$ cat src/rtl/pkt_tx_pkg.sv
package pkt_tx_pkg;
    localparam int          BYTE_W      = 8;
    localparam int          SYNC_W      = 16;
    localparam logic [7:0]  PRE_PATTERN = 8'hAA;
    localparam logic [1:0]  MODE_VAR    = 2'b01;

    typedef enum logic [2:0] {
        PH_IDLE,
        PH_PRE,
        PH_SYNC,
        PH_LEN,
        PH_PAY,
        PH_CRC
    } phase_e;
endpackage

$ cat src/rtl/pkt_tx_crc16.sv
module pkt_tx_crc16 #(
    parameter int          CRC_W = 16,
    parameter logic [15:0] POLY  = 16'h8005,
    parameter logic [15:0] INIT  = 16'hFFFF
) (
    input  logic       clk,
    input  logic       rst_n,
    input  logic       init,
    input  logic       step,
    input  logic       bit_in,
    output logic [7:0] hi_next,
    output logic [7:0] lo_now
);
    localparam int HALF = CRC_W / 2;

    logic [CRC_W-1:0] crc_d, crc_q, crc_upd;
    logic             fb;

    always_comb begin
        fb      = crc_q[CRC_W-1] ^ bit_in;
        crc_upd = {crc_q[CRC_W-2:0], 1'b0} ^ (fb ? POLY : '0);
        crc_d   = crc_q;
        if (init)      crc_d = INIT;
        else if (step) crc_d = crc_upd;
    end

    always_ff @(posedge clk or negedge rst_n) begin
        if (!rst_n) crc_q <= INIT;
        else        crc_q <= crc_d;
    end

    assign hi_next = crc_upd[CRC_W-1 -: HALF];
    assign lo_now  = crc_q[HALF-1:0];


    crc_hold_chk: assert property (@(posedge clk) disable iff (!rst_n)
        (!$past(step) && !$past(init)) |-> $stable(crc_q));
endmodule

$ cat src/rtl/pkt_tx_pn9.sv
module pkt_tx_pn9 #(
    parameter int LFSR_W = 9,
    parameter int TAP    = 5
) (
    input  logic clk,
    input  logic rst_n,
    input  logic seed,
    input  logic step,
    output logic pn_bit
);
    logic [LFSR_W-1:0] pn_d, pn_q;

    always_comb begin
        pn_d = pn_q;
        if (seed)      pn_d = '1;
        else if (step) pn_d = {pn_q[0] ^ pn_q[TAP], pn_q[LFSR_W-1:1]};
    end

    always_ff @(posedge clk or negedge rst_n) begin
        if (!rst_n) pn_q <= '1;
        else        pn_q <= pn_d;
    end

    assign pn_bit = pn_q[0];


    pn_nonzero_chk: assert property (@(posedge clk) disable iff (!rst_n)
        pn_q != '0);
endmodule

$ cat src/rtl/pkt_tx_fmt.sv
module pkt_tx_fmt
    import pkt_tx_pkg::*;
#(
    parameter int PRE_W = 4
) (
    input  logic             clk,
    input  logic             rst_n,
    input  logic             bit_en,
    input  logic [7:0]       in_data,
    input  logic             in_valid,
    output logic             in_ready,
    input  logic [1:0]       cfg_len_mode,
    input  logic [7:0]       cfg_max_len,
    input  logic             cfg_crc_en,
    input  logic             cfg_white_en,
    input  logic [PRE_W-1:0] cfg_pre_bytes,
    input  logic [15:0]      cfg_sync,
    output logic             ser_out,
    output logic             ser_valid,
    output logic             pkt_done,
    output logic             err_reject,
    output logic             err_underflow
);
    localparam int BIDX_W = $clog2(BYTE_W);
    localparam logic [BIDX_W-1:0] TOP_BIT = BIDX_W'(BYTE_W - 1);

    typedef struct packed {
        phase_e            ph;
        logic [7:0]        sh;
        logic [BIDX_W-1:0] bidx;
        logic [PRE_W-1:0]  pre_left;
        logic              half;
        logic [7:0]        len;
        logic [7:0]        rem;
        logic              out;
        logic              vld;
        logic              done;
        logic              rej;
        logic              uf;
    } st_t;

    st_t        st_d, st_q;
    logic       crc_init, crc_step, pn_seed, pn_step, pn_bit;
    logic [7:0] crc_hi_nx, crc_lo;
    logic       var_mode;

    assign var_mode = (cfg_len_mode == MODE_VAR);

    pkt_tx_crc16 u_crc (
        .clk     (clk),
        .rst_n   (rst_n),
        .init    (crc_init),
        .step    (crc_step),
        .bit_in  (st_q.sh[st_q.bidx]),
        .hi_next (crc_hi_nx),
        .lo_now  (crc_lo)
    );

    pkt_tx_pn9 u_pn9 (
        .clk    (clk),
        .rst_n  (rst_n),
        .seed   (pn_seed),
        .step   (pn_step),
        .pn_bit (pn_bit)
    );

    always_comb begin
        logic       raw_bit, white_ph, want_fetch, want_tail, go_start;
        logic [7:0] start_len, rem_base;

        st_d       = st_q;
        st_d.done  = 1'b0;
        st_d.rej   = 1'b0;
        st_d.uf    = 1'b0;
        in_ready   = 1'b0;
        crc_init   = 1'b0;
        crc_step   = 1'b0;
        pn_seed    = 1'b0;
        pn_step    = 1'b0;
        want_fetch = 1'b0;
        want_tail  = 1'b0;
        go_start   = 1'b0;
        start_len  = '0;
        raw_bit    = st_q.sh[st_q.bidx];
        white_ph   = (st_q.ph == PH_LEN) || (st_q.ph == PH_PAY) || (st_q.ph == PH_CRC);
        rem_base   = (st_q.ph == PH_PAY) ? st_q.rem : st_q.len;

        if (st_q.ph == PH_IDLE) begin
            if (bit_en) begin
                st_d.out = 1'b0;
                st_d.vld = 1'b0;
            end
            if (var_mode) begin
                in_ready = 1'b1;
                if (in_valid) begin
                    if (in_data == 8'd0 || in_data > cfg_max_len) begin
                        st_d.rej = 1'b1;
                    end else begin
                        go_start  = 1'b1;
                        start_len = in_data;
                    end
                end
            end else if (in_valid && cfg_max_len != 8'd0) begin
                go_start  = 1'b1;
                start_len = cfg_max_len;
            end
        end else if (bit_en) begin
            st_d.out = raw_bit ^ (white_ph & cfg_white_en & pn_bit);
            st_d.vld = 1'b1;
            pn_step  = white_ph;
            crc_step = (st_q.ph == PH_LEN) || (st_q.ph == PH_PAY);
            if (st_q.bidx != '0) begin
                st_d.bidx = st_q.bidx - 1'b1;
            end else begin
                st_d.bidx = TOP_BIT;
                unique case (st_q.ph)
                    PH_PRE: begin
                        if (st_q.pre_left != '0) begin
                            st_d.pre_left = st_q.pre_left - 1'b1;
                            st_d.sh       = PRE_PATTERN;
                        end else begin
                            st_d.ph   = PH_SYNC;
                            st_d.half = 1'b0;
                            st_d.sh   = cfg_sync[15:8];
                        end
                    end
                    PH_SYNC: begin
                        if (!st_q.half) begin
                            st_d.half = 1'b1;
                            st_d.sh   = cfg_sync[7:0];
                        end else if (var_mode) begin
                            st_d.ph = PH_LEN;
                            st_d.sh = st_q.len;
                        end else begin
                            want_fetch = 1'b1;
                        end
                    end
                    PH_LEN: want_fetch = 1'b1;
                    PH_PAY: begin
                        if (st_q.rem != 8'd0) want_fetch = 1'b1;
                        else                  want_tail  = 1'b1;
                    end
                    PH_CRC: begin
                        if (!st_q.half) begin
                            st_d.half = 1'b1;
                            st_d.sh   = crc_lo;
                        end else begin
                            st_d.ph   = PH_IDLE;
                            st_d.done = 1'b1;
                        end
                    end
                    default: ;
                endcase
            end
        end

        if (want_fetch) begin
            in_ready = 1'b1;
            if (in_valid) begin
                st_d.ph  = PH_PAY;
                st_d.sh  = in_data;
                st_d.rem = rem_base - 8'd1;
            end else begin
                st_d.ph = PH_IDLE;
                st_d.uf = 1'b1;
            end
        end

        if (want_tail) begin
            if (cfg_crc_en) begin
                st_d.ph   = PH_CRC;
                st_d.half = 1'b0;
                st_d.sh   = crc_hi_nx;
            end else begin
                st_d.ph   = PH_IDLE;
                st_d.done = 1'b1;
            end
        end

        if (go_start) begin
            crc_init  = 1'b1;
            pn_seed   = 1'b1;
            st_d.len  = start_len;
            st_d.bidx = TOP_BIT;
            if (cfg_pre_bytes != '0) begin
                st_d.ph       = PH_PRE;
                st_d.pre_left = cfg_pre_bytes - 1'b1;
                st_d.sh       = PRE_PATTERN;
            end else begin
                st_d.ph   = PH_SYNC;
                st_d.half = 1'b0;
                st_d.sh   = cfg_sync[15:8];
            end
        end
    end

    always_ff @(posedge clk or negedge rst_n) begin
        if (!rst_n) begin
            st_q      <= '0;
            st_q.ph   <= PH_IDLE;
            st_q.bidx <= TOP_BIT;
        end else begin
            st_q <= st_d;
        end
    end

    assign ser_out       = st_q.out;
    assign ser_valid     = st_q.vld;
    assign pkt_done      = st_q.done;
    assign err_reject    = st_q.rej;
    assign err_underflow = st_q.uf;


    ser_hold_chk: assert property (@(posedge clk) disable iff (!rst_n)
        !$past(bit_en) |-> ($stable(ser_out) && $stable(ser_valid)));

    reject_src_chk: assert property (@(posedge clk) disable iff (!rst_n)
        err_reject |-> $past(in_valid && in_ready));

    uf_excl_chk: assert property (@(posedge clk) disable iff (!rst_n)
        err_underflow |-> (!pkt_done && !err_reject && $past(bit_en)));

    done_single_chk: assert property (@(posedge clk) disable iff (!rst_n)
        pkt_done |=> !pkt_done);
endmodule

$ cat config.mk
export PLATFORM = sky130hd
export DESIGN_NAME = pkt_tx_fmt
export DESIGN_NICKNAME = d
export VERILOG_FILES = /design/src/rtl/pkt_tx_pkg.sv /design/src/rtl/pkt_tx_crc16.sv /design/src/rtl/pkt_tx_pn9.sv /design/src/rtl/pkt_tx_fmt.sv
export SDC_FILE = /design/constraint.sdc
export NUM_CORES = 1
export LEC_CHECK = 0
export CAP_MARGIN = 20
export CORE_AREA = 2 2 103 105
export DETAILED_ROUTE_END_ITERATION = 6
export DIE_AREA = 0 0 105 107
export GPL_ROUTABILITY_DRIVEN = 0
export GPL_TIMING_DRIVEN = 1
export SLEW_MARGIN = 30
export SYNTH_ARGS = -nofsm -noshare
export SYNTH_HDL_FRONTEND = slang
export SYNTH_SLANG_ARGS = --single-unit
$ cat constraint.sdc
create_clock -name clk -period 3.18 [get_ports clk]
set_clock_uncertainty 0.1 [all_clocks]
set_input_delay 0.636 -clock clk [delete_from_list [all_inputs] [get_ports clk]]
set_output_delay 0.636 -clock clk [all_outputs]
set_load 0.01 [all_outputs]
# == After elaboration in Yosys (flattened, before gate mapping) ==
# Index checks and enable logic that the tools add are counted.
# word_totals
register_bits,65
latchBits,0
ram_bits,0
mem_bits_ro,0
output_inout_bits,6
mem_count,0
# op_classes
n_addsub,4
n_mul,0
n_div,0
n_lt_le_gt_ge,2
n_eq_ne,13
shift,0
n_mux,82
bitwise,6
reduce_logical,20
# ops
cell,count
$mux W8,11
$mux W16,3
$mux W11,4
$mux W1,41
$mux W19,2
$pmux W11 S3,1
$mux W27,1
$mux W3,7
$mux W9,2
$reduce_bool A8 Y1,2
$xor A16 B16 Y16,1
$ne A5 B5 Y1 const B,3
$mux W4,3
$reduce_bool A4 Y1,3
$mux W10,1
$gt A8 B8 Y1,1
$logic_not A8 Y1,1
$ne A4 B1 Y1 const B,2
$reduce_and A8 Y1,1
$sub A4 B1 Y4 const B,2
$sub A8 B1 Y8 const B,1
$eq A3 B2 Y1 const B,2
$eq A3 B3 Y1 const B,2
$reduce_bool A2 Y1,3
20 further kinds,27

# == Depth between registers and ports, before layout ==
# logic_depth
depth_word,12
mapped_depth,11

# == Modules after synthesis ==
# A second synthesis with hierarchy kept.
# unflattened
hier_cells,492
hier_area_um2,4370.4
# by_module_without_submodules
mod,instances,cells_per_inst,area_each_um2,seq_area_each_um2
pkt_tx_fmt,1,390,3160.5,1004.7
pkt_tx_crc16,1,72,828.3,420.4
pkt_tx_pn9,1,30,381.6,236.5

# == Least setup slack after synthesis ==
# OpenSTA, ideal clock, no wires.
# synth_timing
path_type,register to register
startpoint,register st_q[38] in the netlist's numbering
endpoint,register st_q[9] in the netlist's numbering
setup_ns,0.133
arrival_time_ns,2.413
required_ns,2.947
slack_ns,0.534
path_stages_with_launch,10
n_path_buf,2
period_less_slack_ns,2.646
cell_sequence,dfrtp_1 > nand2b_1 > nor2_1 > clkbuf_1 > clkbuf_1 > mux2i_1 > ha_1 > o21ai_0 > a2111oi_0 > nor2_1
# synth_via
elab_chain_len,6
elab_cells_between_ends,11
# synth_lines
item,line,rtl
start: declaration,pkt_tx_fmt.sv:42,"st_t st_d, st_q;"
start signal: assignment,pkt_tx_fmt.sv:203,st_q <= st_d;
"parallel branches: the longest is 6 deep, another holds $sub A8 B1 Y8",--,
# Several ways; the timed one is not identified.
# A chain may end at the register's enable or synchronous reset.

# == Final worst setup path ==
# layout_timing
startpoint,register st_q[7] in the netlist's numbering
endpoint,output in_ready
# layout_via
elab_chain_len,7
# layout_lines
item,line,rtl
$reduce_bool A8 Y1,pkt_tx_fmt.sv:140,if (st_q.rem != 8'd0) want_fetch = 1'b1;
$mux W1,pkt_tx_fmt.sv:140,
$pmux W1 S3,pkt_tx_fmt.sv:116,unique case (st_q.ph)
$mux W1,pkt_tx_fmt.sv:112,if (st_q.bidx != '0) begin
$mux W1,pkt_tx_fmt.sv:107,end else if (bit_en) begin
$mux W1,pkt_tx_fmt.sv:88,if (st_q.ph == PH_IDLE) begin
$mux W1,pkt_tx_fmt.sv:157,if (want_fetch) begin
end: declaration,pkt_tx_fmt.sv:11,"output logic in_ready,"
# Every way passes these cells.

==> impl_results.md <==
- Outcome: finished, final reports clean
- PnR worst setup slack: 0.135 ns
- Cell count after synthesis: 508
- Final hold violations: 0
- Power share of the clock group: 14.0%
- Synth cell types: 61
- Share of cells above drive strength 1: 15.3%
- Core box area: 10,100 um2
- Synthesized cell area: 4300 um2
- Max Used Layer: met4
- Reg power frac: 38.3%
- Most frequent cells after synthesis: 85 x nand2_1, 38 x o21ai_0, 37 x dfrtp_1, 31 x a21oi_1, 31 x nor2_1
- CTS tree: done
- Die H: 107 um
- Hold WS: 0.242 ns
- Max Fanout on Critical Path: 6
- EDFF count, synth: 0
- Post-synthesis register bit count: 65
- Setup-failing EPs final: 0
- Actual slew at the worst max-slew pin: 0.791 ns
- First-pass GRT wire length: 20.9 mm
- Routed met2 length: 5.90 mm
- Synth warn: 0
- DRC: 0
- Post-synth top area cell: dfrtp_1
- Clock sinks: 65
- CP startpoint kind: flop
- GR Util All Layers: 23.7%
- Drt total wl: 12.7 mm
- PwrDens: 826 nW/um2
- Vias post-DR: 4,077
- Seq/Total Area, Yosys: 38.7%
- Rows: 37
- Vias per cell: 5.72
- Starting Density: 42.6%
- Ys flop type: dfrtp_1
- Final slew viol count: 0
- Setup CP Type: flop to output pin
- Top-area cell type share of the netlist area: 21.5%
- DR WL/cell: 17.8 um
- DP Wirelength: 9.73 mm
- Clk slew on worst S/H paths: 0.08 ns
- I/O Pins: 50
- Insertion delay to the later sink of the worst-skew pair: 0.34 ns
- Asr flop ratio synth: 100%
- Vias in the first global route: 4,001
- VDD IR-drop max: 457 uV
- Fill cells: 1,008
- Overflow left after global routing: 0
- Nets@finish: 629
- Fin crit period: 3.05 ns
- Metal-1 WL: 5.85 mm
- RSZ-0062 raised after global routing: no
- Cts bufs inserted: 9
- Critical path arrival: 2.31 ns
- Number of max-cap violations: 0
- Synthesized Nets: 565
- CTS root buf: clkbuf_8
- Hold buffers post-CTS: 0
- Syn Area/Cell: 8.46 um2
- DIE AREA: 11,200 um2
- Slew Limit Headroom: 46.6%
- ANT cells: 0
- Synth top area cells: dfrtp_1 22%, dfstp_2 17%, nand2_1 7.4%, o21ai_0 4.4%, mux2i_1 4.2%
- Antenna viol nets, final: 0
- Worst endpoint required time: 2.44 ns
- Leakage: 0.00222 uW
- Worst Setup End Kind: output pin
- Fmax: 328 MHz
- Most frequent cell after synthesis: nand2_1
- First drt pass iteration count: 5
- Switch share: 41.3%
- CTS Buffer Depth: 2
- DR iter-0 viols: 259
- Post-route setup TNS: 0 ns
- Metal3 WL: 543 um
- Initial antenna violation count: 0
- Int Pwr: 2550 uW
- Worst Hold Class: primary input to async pin
- Combinational Power Share: 47.7%
- Setup WS pre-CTS: -0.0180 ns
- Die X: 105 um
- H-tree depth: 3
- P_sw: 1800 uW
- Largest net degree at the start of global routing: 38
- PortBufs: 49
- Area grow syn2layout: 22.5%
- Fin crit share: 95.8%
- Fin util: 52.1%
-- per-stage QoR --
step,power (uW),cell area (um2),std cells
final,4350,5260,713
after global routing,4710,5260,713
after CTS,4350,5260,713
after detailed placement,3740,5110,697
after global placement,3680,5100,697
after floorplan,3100,4300,508
-- worst paths after layout --
kind	startpoint	end	slack (ns)	depth (start not counted)
max	st_q[7]	in_ready	0.13	5
min	rst_n	st_q[5]	0.24	1
max reg2reg	st_q[38]	st_q[30]	0.52	8
min reg2reg	u_crc.crc_q[10]	u_crc.crc_q[10]	0.40	2
max in group asynchronous	rst_n	u_pn9.pn_q[5]	2.00	2
min in group clk	u_crc.crc_q[10]	u_crc.crc_q[10]	0.40	2
-- layer usage --
layer	up-vias	global-route usage (%)
li1	1975	-
met2	118	38.1
met1	1958	31.6
met5	-	0
met3	26	3.53
met4	0	10.6
-- cell usage in the layout (no fill, tap or decap), types with 14 or more instances in the layout --
| cell | n |
|---|---|
| inv_1 | 21 |
| a21oi_1 | 31 |
| o211ai_1 | 21 |
| a31oi_1 | 14 |
| nor2_1 | 31 |
| dfstp_2 | 28 |
| nor3_1 | 14 |
| nand2_1 | 85 |
| clkdlybuf4s50_1 | 47 |
| dfrtp_1 | 37 |
| o21ai_0 | 38 |
| buf_4 | 29 |
| mux2i_1 | 18 |
| nand3_1 | 19 |
-- state kept, by name, indices dropped and copies added, names as in the netlist --
| name | cells |
|---|---|
| ser_valid | 1 |
| err_reject | 1 |
| pkt_done | 1 |
| ser_out | 1 |
| err_underflow | 1 |
| st_q | 35 |
| u_crc.crc_q | 16 |
| u_pn9.pn_q | 9 |
-- cell type report --
cell class	instances	area, um2	area share, %
clock buffers	12	135	2.57
repair buffers	82	782	14.9
flip-flops and latches	65	1660	31.6
multi-input cells	393	2410	45.8
well taps	136	170	3.23
inverters	21	78.8	1.50
clock inverters	4	22.5	0.428
-- timing repair --
| item | in CTS | in global routing |
|---|---|---|
| gates resized for setup | 1 | 0 |
| setup endpoints to repair | 1 | 0 |
| setup buffers | 0 | 0 |
-- logic make-up (layout without fill, tap and decap cells) --
kind of cell | count (synthesis) | after routing | share of synthesized area [%]
AOI/OAI and AO/OA | 146 | 146 | 21.6
and+or+nand+nor | 201 | 201 | 22.3
adders and majority gates | 13 | 13 | 3.79
buffers and inverters | 50 | 119 | 5.62
xor gates and xnor gates | 12 | 12 | 2.45
muxes | 21 | 21 | 5.56
DFF | 65 | 65 | 38.7
-- power groups by stage --
stage	clock (uW)	sequential [uW]	combinational [uW]
after CTS	618	1660	2080
after floorplan	0	1540	1550
final	608	1660	2070
after global placement	0	1670	2020
after global routing	653	1720	2330
after detailed placement	0	1680	2070
-- worst max-delay path: stages (launching register included) --
cell           delay [ns]
dfrtp_1              0.43
or4_4                0.58
or2_4                0.29
a31oi_1              0.22
o21ai_0              0.14
dlygate4sd2_1        0.30
(Power assumes the default switching activity.)
